**src/rtl/qbd_port_driver.sv**
```systemverilog
module qbd_port_driver #(
  parameter int W             = 8,
  parameter int STRONG_CYCLES = 2,
  parameter int SYNC_STAGES   = 2
) (
  input  logic         clk,
  input  logic         rst_n,
  input  logic         wr_en,
  input  logic [W-1:0] wr_data,
  input  logic         addr_mode,
  input  logic         access_act,
  input  logic         pwr_down,
  input  logic [W-1:0] bus_addr_hi,
  input  logic [W-1:0] pin_in,
  output logic [W-1:0] pd_en,
  output logic [W-1:0] strong_en,
  output logic [W-1:0] weak_en,
  output logic [W-1:0] latch_q,
  output logic [W-1:0] pin_sync
);
  localparam int CW = $clog2(STRONG_CYCLES + 1);

  logic         bus_drive;
  logic [W-1:0] drv, drv_q, rise, hold, addr_hold;
  logic [W-1:0] sync_q [SYNC_STAGES];

  assign bus_drive = addr_mode & access_act & ~pwr_down;
  assign drv       = bus_drive ? bus_addr_hi : latch_q;
  assign rise      = drv & ~drv_q;
  assign addr_hold = bus_drive ? bus_addr_hi : '0;

  always_ff @(posedge clk or negedge rst_n)
    if (!rst_n)     latch_q <= '1;
    else if (wr_en) latch_q <= wr_data;

  always_ff @(posedge clk or negedge rst_n)
    if (!rst_n) drv_q <= '1;
    else        drv_q <= drv;

  for (genvar i = 0; i < W; i++) begin : g_pulse
    logic [CW-1:0] cnt;
    always_ff @(posedge clk or negedge rst_n)
      if (!rst_n)          cnt <= '0;
      else if (rise[i])    cnt <= CW'(STRONG_CYCLES - 1);
      else if (!drv[i])    cnt <= '0;
      else if (cnt != '0)  cnt <= cnt - 1'b1;
    assign hold[i] = (cnt != '0);
  end

  assign strong_en = drv & (rise | hold | addr_hold);
  assign pd_en     = ~drv;
  assign weak_en   = drv & ~strong_en;

  always_ff @(posedge clk or negedge rst_n)
    if (!rst_n) begin
      for (int k = 0; k < SYNC_STAGES; k++) sync_q[k] <= '1;
    end else begin
      sync_q[0] <= pin_in;
      for (int k = 1; k < SYNC_STAGES; k++) sync_q[k] <= sync_q[k-1];
    end

  assign pin_sync = sync_q[SYNC_STAGES-1];
endmodule

```
**config.mk**
```make
export PLATFORM = sky130hd
export DESIGN_NAME = qbd_port_driver
export DESIGN_NICKNAME = d
export VERILOG_FILES = /design/src/rtl/qbd_port_driver.sv
export SDC_FILE = /design/constraint.sdc
export NUM_CORES = 1
export LEC_CHECK = 0
export BUFFER_PORTS_ARGS = -buffer_cell sky130_fd_sc_hd__buf_2
export CORE_ASPECT_RATIO = 0.8
export CORE_MARGIN = 3
export CORE_UTILIZATION = 30
export DETAILED_ROUTE_END_ITERATION = 10
export PLACE_DENSITY = 0.62
export SETUP_SLACK_MARGIN = 0.1
export SKIP_CTS_REPAIR_TIMING = 1
export SYNTH_ARGS = -nofsm -noshare
export SYNTH_HDL_FRONTEND = slang
export SYNTH_SLANG_ARGS = --single-unit
```
**constraint.sdc**
```tcl
create_clock -name clk -period 0.91 [get_ports clk]
set_input_delay 0.0455 -clock clk [delete_from_list [all_inputs] [get_ports clk]]
set_output_delay 0.0455 -clock clk [all_outputs]
set_load 0.01 [all_outputs]
```
Yosys cells after proc, flatten, opt, wreduce, memory -nomap -nowiden
Cells that the tools add are included.
Widths: inputs -> output; s select.
{"block": "totals", "reg_bits": 48, "wordCells": 73, "memories": 0, "mem_bits_ro": 0, "out_inout_bits": 40, "latch_bits": 0, "input_bits": 30, "ramBits": 0}
{"block": "op_classes", "mux": 26, "mul": 0, "eq_ne": 8, "n_reduce_logical": 8, "order_cmp": 0, "n_div": 0, "shifts": 0, "addsub": 8, "n_bitwise": 11}
{"cell": "$mux 2", "n": 24}
{"cell": "$and 8x8->8", "n": 3}
{"cell": "$ne 3x1->1 const B", "n": 8}
{"cell": "$not 8->8", "n": 3}
{"cell": "$mux 8", "n": 2}
{"cell": "$or 8x8->8", "n": 2}
{"cell": "$reduce_bool 2->1", "n": 8}
{"cell": "$sub 2x1->2 const B", "n": 8}
{"cell": "$and 1x1->1", "n": 2}
{"cell": "$not 1->1", "n": 1}

Logic depth before layout (Yosys ltp)
Gate-level depths: netlist of run 1.
{"block": "logic_depth", "depth_word": 9, "mapped_depth": 5, "mapped_depth_nobuf": 5}

Worst setup path after synthesis of run 1
OpenSTA, ideal clock, no wires.
{"block": "synth_path", "kind": "register -> output", "startpoint": "register g_pulse[0].cnt[0]", "endpoint": "output port strong_en[0]", "t_required_ns": 0.864, "stages_incl_launch_ff": 5, "path_buffers": 0, "setup_slack_ns": -0.179, "arrival_ns": 1.043, "path_cell_list": "dfrtp_1 -> inv_1 -> ha_1 -> and2_1 -> o21ai_0"}
{"block": "synth_via", "elab_chain_len": 4}
{"element": "start, declared", "line": "41", "rtl": "logic [CW-1:0] cnt;"}
{"element": "start signal, assigned", "line": "44", "rtl": "else if (rise[i]) cnt <= CW'(STRONG_CYCLES - 1);"}
{"element": "start signal, assigned", "line": "46", "rtl": "else if (cnt != '0) cnt <= cnt - 1'b1;"}
{"element": "$reduce_bool 2->1", "line": "47", "rtl": "assign hold[i] = (cnt != '0);"}
{"element": "$or 8x8->8 (2 in series)", "line": "50", "rtl": "assign strong_en = drv & (rise | hold | addr_hold);"}
{"element": "$and 8x8->8", "line": "50"}
{"element": "end, declared", "line": "16", "rtl": "output logic [W-1:0] strong_en,"}
No other way between the ends.

Worst setup path in the final report of run 1
{"block": "layout_path", "startpoint": "register g_pulse[7].cnt[1]", "endpoint": "output port weak_en[7]"}
{"block": "layout_via", "elab_chain_len": 6}
{"element": "start, declared", "line": "41"}
{"element": "start signal, assigned", "line": "44"}
{"element": "start signal, assigned", "line": "46"}
{"element": "$reduce_bool 2->1", "line": "47"}
{"element": "$or 8x8->8 (2 in series)", "line": "50"}
{"element": "$and 8x8->8", "line": "50"}
{"element": "$not 8->8", "line": "52", "rtl": "assign weak_en = drv & ~strong_en;"}
{"element": "$and 8x8->8", "line": "52"}
{"element": "end, declared", "line": "17", "rtl": "output logic [W-1:0] weak_en,"}
No other way between the ends.

==> impl_metrics.env, run 1 <==
export IMPL_syn_area_sq_um=2210
export IMPL_antenna_found_initial=0
export IMPL_drive_gt1_share_pct=78.7
export IMPL_clk_insertion_delay_late_ns=0.29
export IMPL_worstSetupStartpointType="register"
export IMPL_worstSetupPathType="reg -> out"
export IMPL_viasPerCell=4.23
export IMPL_critPathMaxStageDelay_ns=0.40
export IMPL_remaining_drc_errors=0
export IMPL_gp_congestion=0.740
export IMPL_fin_skew_ns=0.00839
export IMPL_clock_sinks=48
export IMPL_ios=70
export IMPL_crit_buf_inv=2
export IMPL_numPortBuffers=69
export IMPL_htreeDepth=2
export IMPL_die_area_sq_um=8450
export IMPL_synth_cells=195
export IMPL_critical_path_top_delay_family="flip-flops"
export IMPL_synth_area_leaders="dfstp_2 (38%), dfrtp_1 (18%), ha_1 (4.5%), nand2_1 (4.4%), inv_1 (4.1%)"
export IMPL_placement_rows=27
export IMPL_end_kind="output port"
export IMPL_ir_drop_mv=1.08
export IMPL_overflow=0
export IMPL_min_to="drv_q[6]"
export IMPL_relSlewSlack_pct=80.5
export IMPL_grt_max_degree=49
export IMPL_holdCritStartpoint="bus_addr_hi[6]"
export IMPL_dp_hpwl_mm=3.26
export IMPL_status="finished with violations"
export IMPL_first_global_vias=1569
export IMPL_yosysTopAreaCellShare_pct=38.0
export IMPL_antenna_left=0
export IMPL_setup_slack_ns=-0.471
export IMPL_dr_first_iter_drc_count=33
export IMPL_power_leakage_nw=1.77
export IMPL_violations="negative setup slack"
export IMPL_die_h_um=82.8
export IMPL_clk_pin_slew_worst_paths_ns=0.09
export IMPL_synth_seq_cells=48
export IMPL_cp_cell_sequence="inv_2, ha_4, and2_4, and3_4, buf_6"
export IMPL_fin_crit_ns=1.38
export IMPL_synth_edf_count=0
export IMPL_max_cap_viol_count=0
export IMPL_fin_crit_sh_pct=152
export IMPL_power_frac_seq_pct=36.9
export IMPL_synth_commonest_cells="dfstp_2 (32), nand2_1 (26), inv_1 (24), a21oi_1 (16), dfrtp_1 (16)"
export IMPL_grt_total_usage_pct=10.8
export IMPL_routedWlPerCell_um=12.7
export IMPL_slowest_stage="dfrtp_1"
export IMPL_pwr_share_comb_pct=45.0
export IMPL_r2r_slack_ns=-0.23
export IMPL_worstPathRequired_ns=0.86
export IMPL_yosys_warnings=0
export IMPL_synth_fp_nets=233
export IMPL_r2r_start="g_pulse[4].cnt[1]"
export IMPL_via_count=1738
export IMPL_first_pass_iters=4
export IMPL_switchingPower_mw=2.28
export IMPL_rsz0062_at_grt="true"
export IMPL_nNetsFinal=361
export IMPL_max_slew_worst_pin_slew_ns=0.288
export IMPL_dp_slack_ns=-0.182
export IMPL_clockPowerShare_pct=18.1
export IMPL_setup_viol=59
export IMPL_grt_pass1_wl_mm=7.20
export IMPL_max_clock_freq_mhz=724
export IMPL_swShare_pct=31.4
export IMPL_maxSlewViolCount=0
export IMPL_cts_tree="yes"
export IMPL_power_internal_mw=5.00
export IMPL_die_x_um=102
export IMPL_ys_async_sr_fraction_pct=100
export IMPL_cts_buffer_depth=2
export IMPL_cts_buffers=5
export IMPL_cp_max_fo=4
export IMPL_yosysSeqAreaShare_pct=56.1
export IMPL_rr_endpoint="g_pulse[4].cnt[0]"
export IMPL_hold_viol_final=0
export IMPL_start_util_pct=31.5
export IMPL_syn_avg_cell_area_sq_um=11.4
export IMPL_core_area_sq_um=7030
export IMPL_diodes=0
export IMPL_cts_root_buf="clkbuf_8"
export IMPL_reg2reg_depth=6
export IMPL_holdPathStages=3
export IMPL_worstPathArrival_ns=1.34
export IMPL_hold_class="in -> reg"
export IMPL_yosysMostFrequentCell="dfstp_2"
export IMPL_dpl_cell_area_sq_um=2960
export IMPL_ys_flop_type="dfstp_2"
export IMPL_wl_mm=5.24
export IMPL_powerDensity_nw_per_um2=1880
export IMPL_synth_top_cell_by_area="dfstp_2"
export IMPL_finish_instance_area_sq_um=3880
export IMPL_syn2layout_area_growth_pct=75.2
export IMPL_ys_types=23
==> layer usage <==
layer  vias to the layer above  share of wire [%]  track usage, %
met5                         -                  0               0
met4                         0               0.29            2.15
met3                         2                3.3            3.27
met2                        38                 54            18.5
met1                       827                 42            13.4
li1                        871                  -               -
==> cell usage in the layout (no fill, tap or decap), types with 7 or more instances in the layout <==
cell type       n
a21oi_1        10
buf_2          42
buf_4          21
buf_6          49
dfrtp_1        16
dfstp_2        32
dlygate4sd3_1  17
ha_4            8
inv_2          22
nand2_1        13
nand2_2         8
nor2_2          8
xor2_1          7
==> sequential cells by signal, indices dropped and copies added, names as in the netlist <==
| name | count |
|---|---|
| drv_q | 8 |
| sync_q | 8 |
| pin_sync | 8 |
| g_pulse.cnt | 16 |
| latch_q | 8 |
==> area by class of cell <==
class	instances	area, sq um
timing repair buffer	133	1170
sequential	48	1240
clock buffer	6	82.6
clock inverter	2	15.0
inverter	24	90.1
multi-input combinational	111	1170
tap	87	109
fill	604	3150
==> worst max path at each step <==
| stage | from | endpoint | slack (ns) | cells after the start |
|---|---|---|---|---|
| after floorplan | g_pulse[4].cnt[0] | g_pulse[4].cnt[1] | -0.09 | 5 |
| after global placement | g_pulse[1].cnt[1] | weak_en[1] | -0.15 | 5 |
| after detailed placement | g_pulse[5].cnt[0] | g_pulse[5].cnt[1] | -0.18 | 5 |
| after CTS | g_pulse[4].cnt[0] | strong_en[4] | -0.51 | 6 |
| after global routing | g_pulse[1].cnt[0] | weak_en[1] | -0.55 | 5 |
| final | g_pulse[7].cnt[1] | weak_en[7] | -0.47 | 5 |
==> power groups by stage <==
stage	clock (mW)	combinational (mW)	sequential [mW]
floorplan	0	1.27	2.68
global placement	0	1.97	2.66
detailed placement	0	2.03	2.67
CTS	1.39	2.04	2.63
global route	1.47	3.56	2.73
finish	1.32	3.28	2.68
==> worst min-delay path, cell delays in order <==
cell and delay, ns:
buf_2 0.09, mux2i_2 0.09, inv_1 0.07
==> cell families after synthesis <==
kind of cell | after synthesis | share of synthesized area [%]
and+or+nand+nor | 60 | 14.1
xor gates and xnor gates | 8 | 3.17
muxes | 16 | 9.38
buffers and inverters | 36 | 8.42
AOI/OAI and AO/OA | 19 | 4.30
adders and majority gates | 8 | 4.52
DFF | 48 | 56.1
==> stage by stage <==
stage	utilization [%]	setup TNS (ns)	hold WS (ns)	total power, mW	instances
after floorplan	-	-0.996	-0.250	3.95	195
final	55.2	-13.02	0.0290	7.28	411
after global routing	55.2	-16.53	0.0231	7.77	411
after CTS	43.5	-13.59	-0.279	6.07	370
after detailed placement	42.1	-4.04	0.0502	4.70	362
after global placement	42.1	-3.24	0.0486	4.63	362
(Power assumes the default switching activity.)
==> inputs of run 2 (changes only) <==
Settings changed: BUFFER_PORTS_ARGS -buffer_cell sky130_fd_sc_hd__buf_2 to -buffer_cell sky130_fd_sc_hd__buf_4, SKIP_LAST_GASP set to 1.
==> impl_metrics.env, run 2 (synthesis gave the netlist of run 1 again) <==
export IMPL_cp_cell_sequence="inv_2, ha_4, and2_4, and3_4, buf_6"
export IMPL_cp_max_fo=4
export IMPL_worstSetupPathType="reg -> out"
export IMPL_fillers=586
export IMPL_r2r_slack_ns=-0.22
export IMPL_drive_gt1_share_pct=76.6
export IMPL_fin_skew_ns=0.00722
export IMPL_violations="negative hold slack, negative setup slack"
export IMPL_numPortBuffers=69
export IMPL_first_global_vias=1611
export IMPL_setup_viol=61
export IMPL_min_to="drv_q[0]"
export IMPL_placedCellCount=364
export IMPL_die_h_um=82.8
export IMPL_first_pass_iters=4
export IMPL_htreeDepth=2
export IMPL_clk_insertion_delay_late_ns=0.29
export IMPL_ir_drop_mv=1.25
export IMPL_final_cells=412
export IMPL_grt_pass1_wl_mm=7.51
export IMPL_powerDensity_nw_per_um2=1860
export IMPL_placement_rows=27
export IMPL_diodes=0
export IMPL_fin_crit_sh_pct=150
export IMPL_die_x_um=102
export IMPL_final_cell_mix="buf_4 (70), buf_6 (44), dfstp_2 (32)"
export IMPL_cts_tree="yes"
export IMPL_wl_mm=5.34
export IMPL_routedWlPerCell_um=13.0
export IMPL_setup_slack_ns=-0.456
export IMPL_rr_endpoint="g_pulse[1].cnt[0]"
export IMPL_crit_buf_inv=2
export IMPL_viasPerCell=4.30
export IMPL_start_util_pct=31.5
export IMPL_cts_buffer_depth=2
export IMPL_reg2reg_depth=6
export IMPL_remaining_drc_errors=0
export IMPL_dpl_cell_area_sq_um=3140
export IMPL_critical_path_top_delay_family="flip-flops"
export IMPL_finish_instance_area_sq_um=3980
export IMPL_nNetsFinal=362
export IMPL_status="finished with violations"
export IMPL_power_leakage_nw=1.82
export IMPL_max_cap_viol_count=0
export IMPL_max_slew_worst_pin_slew_ns=0.300
export IMPL_overflow=0
export IMPL_antenna_found_initial=0
export IMPL_holdPathStages=3
export IMPL_gp_congestion=0.707
export IMPL_cts_root_buf="clkbuf_8"
export IMPL_power_mw=7.40
export IMPL_worstSetupStartpointType="register"
export IMPL_worstPathRequired_ns=0.86
export IMPL_holdCritStartpoint="bus_addr_hi[0]"
export IMPL_layout_commonest_cell="buf_4"
export IMPL_regArea_sq_um=1240
export IMPL_grt_total_usage_pct=11.1
export IMPL_core_area_sq_um=7030
export IMPL_fin_crit_ns=1.37
export IMPL_maxSlewViolCount=0
export IMPL_rsz0062_at_grt="true"
export IMPL_clk_pin_slew_worst_paths_ns=0.09
export IMPL_multi_input_area_sq_um=1170
export IMPL_syn2layout_area_growth_pct=79.7
export IMPL_dr_first_iter_drc_count=15
export IMPL_antenna_left=0
export IMPL_via_count=1772
export IMPL_die_area_sq_um=8450
export IMPL_slowest_stage="dfrtp_1"
export IMPL_critPathMaxStageDelay_ns=0.40
export IMPL_hold_class="in -> reg"
export IMPL_largest_reg_flops=16
export IMPL_grt_max_degree=23
export IMPL_ios=70
export IMPL_max_clock_freq_mhz=732
export IMPL_relSlewSlack_pct=80.0
export IMPL_r2r_start="g_pulse[1].cnt[0]"
export IMPL_end_kind="output port"
export IMPL_hold_viol_final=1
export IMPL_cts_buffers=5
export IMPL_top_register="g_pulse.cnt"
export IMPL_clock_sinks=48
export IMPL_dp_hpwl_mm=3.54
export IMPL_worstPathArrival_ns=1.32
export IMPL_fin_hold_ws_ns=-0.00792
[run 2: area by class of cell]
class                   count  share of cell area (%)
repair buffers            134                    31.5
flip-flops and latches     48                    31.2
clock buffers               5                    1.73
inverters                  24                    2.26
well taps                  87                    2.74
multi-input cells         111                    29.4
clock inverters             3                    1.16
[run 2: worst max-delay path by stage]
| stage | startpoint | end | slack, ns | cells after the start |
|---|---|---|---|---|
| 2_1_floorplan | g_pulse[4].cnt[0] | g_pulse[4].cnt[1] | -0.09 | 5 |
| 5_1_grt | g_pulse[0].cnt[1] | weak_en[0] | -0.52 | 5 |
| 6_report | g_pulse[7].cnt[0] | weak_en[7] | -0.46 | 5 |
| 4_1_cts | g_pulse[6].cnt[0] | strong_en[6] | -0.52 | 6 |
| 3_3_place_gp | pwr_down | strong_en[0] | -0.16 | 6 |
| 3_5_place_dp | pwr_down | strong_en[0] | -0.19 | 6 |
[run 2: per-layer routing]
layer / up-vias / track usage, % / part of all wire (%)
met2: 35 / 18.7 / 55
met5: - / 0 / 0
met3: 2 / 3.36 / 3.5
li1: 873 / - / -
met1: 862 / 14.1 / 41
met4: 0 / 2.15 / 0.39
[run 2: through the flow]
step           util (%)  hold WS, ns  setup TNS [ns]  worst slack, ns
2_1_floorplan         -       -0.250          -0.996          -0.0948
3_3_place_gp       44.6      -0.0595           -3.60           -0.160
3_5_place_dp       44.6      -0.0595           -4.35           -0.193
4_1_cts            46.3       -0.388          -13.52           -0.516
5_1_grt            56.6      -0.0109          -16.25           -0.524
6_report           56.6     -0.00792          -13.01           -0.456
[run 2: power by group]
group	leakage [nW]	switching, mW	internal, mW	total, mW
registers	0.545	0.213	2.47	2.68
logic	1.22	1.32	1.85	3.17
clock network	0.0548	0.718	0.828	1.55
[run 2: worst min-delay path, stage by stage]
cell     delay [ns]
buf_4          0.10
mux2i_4        0.06
inv_1          0.05
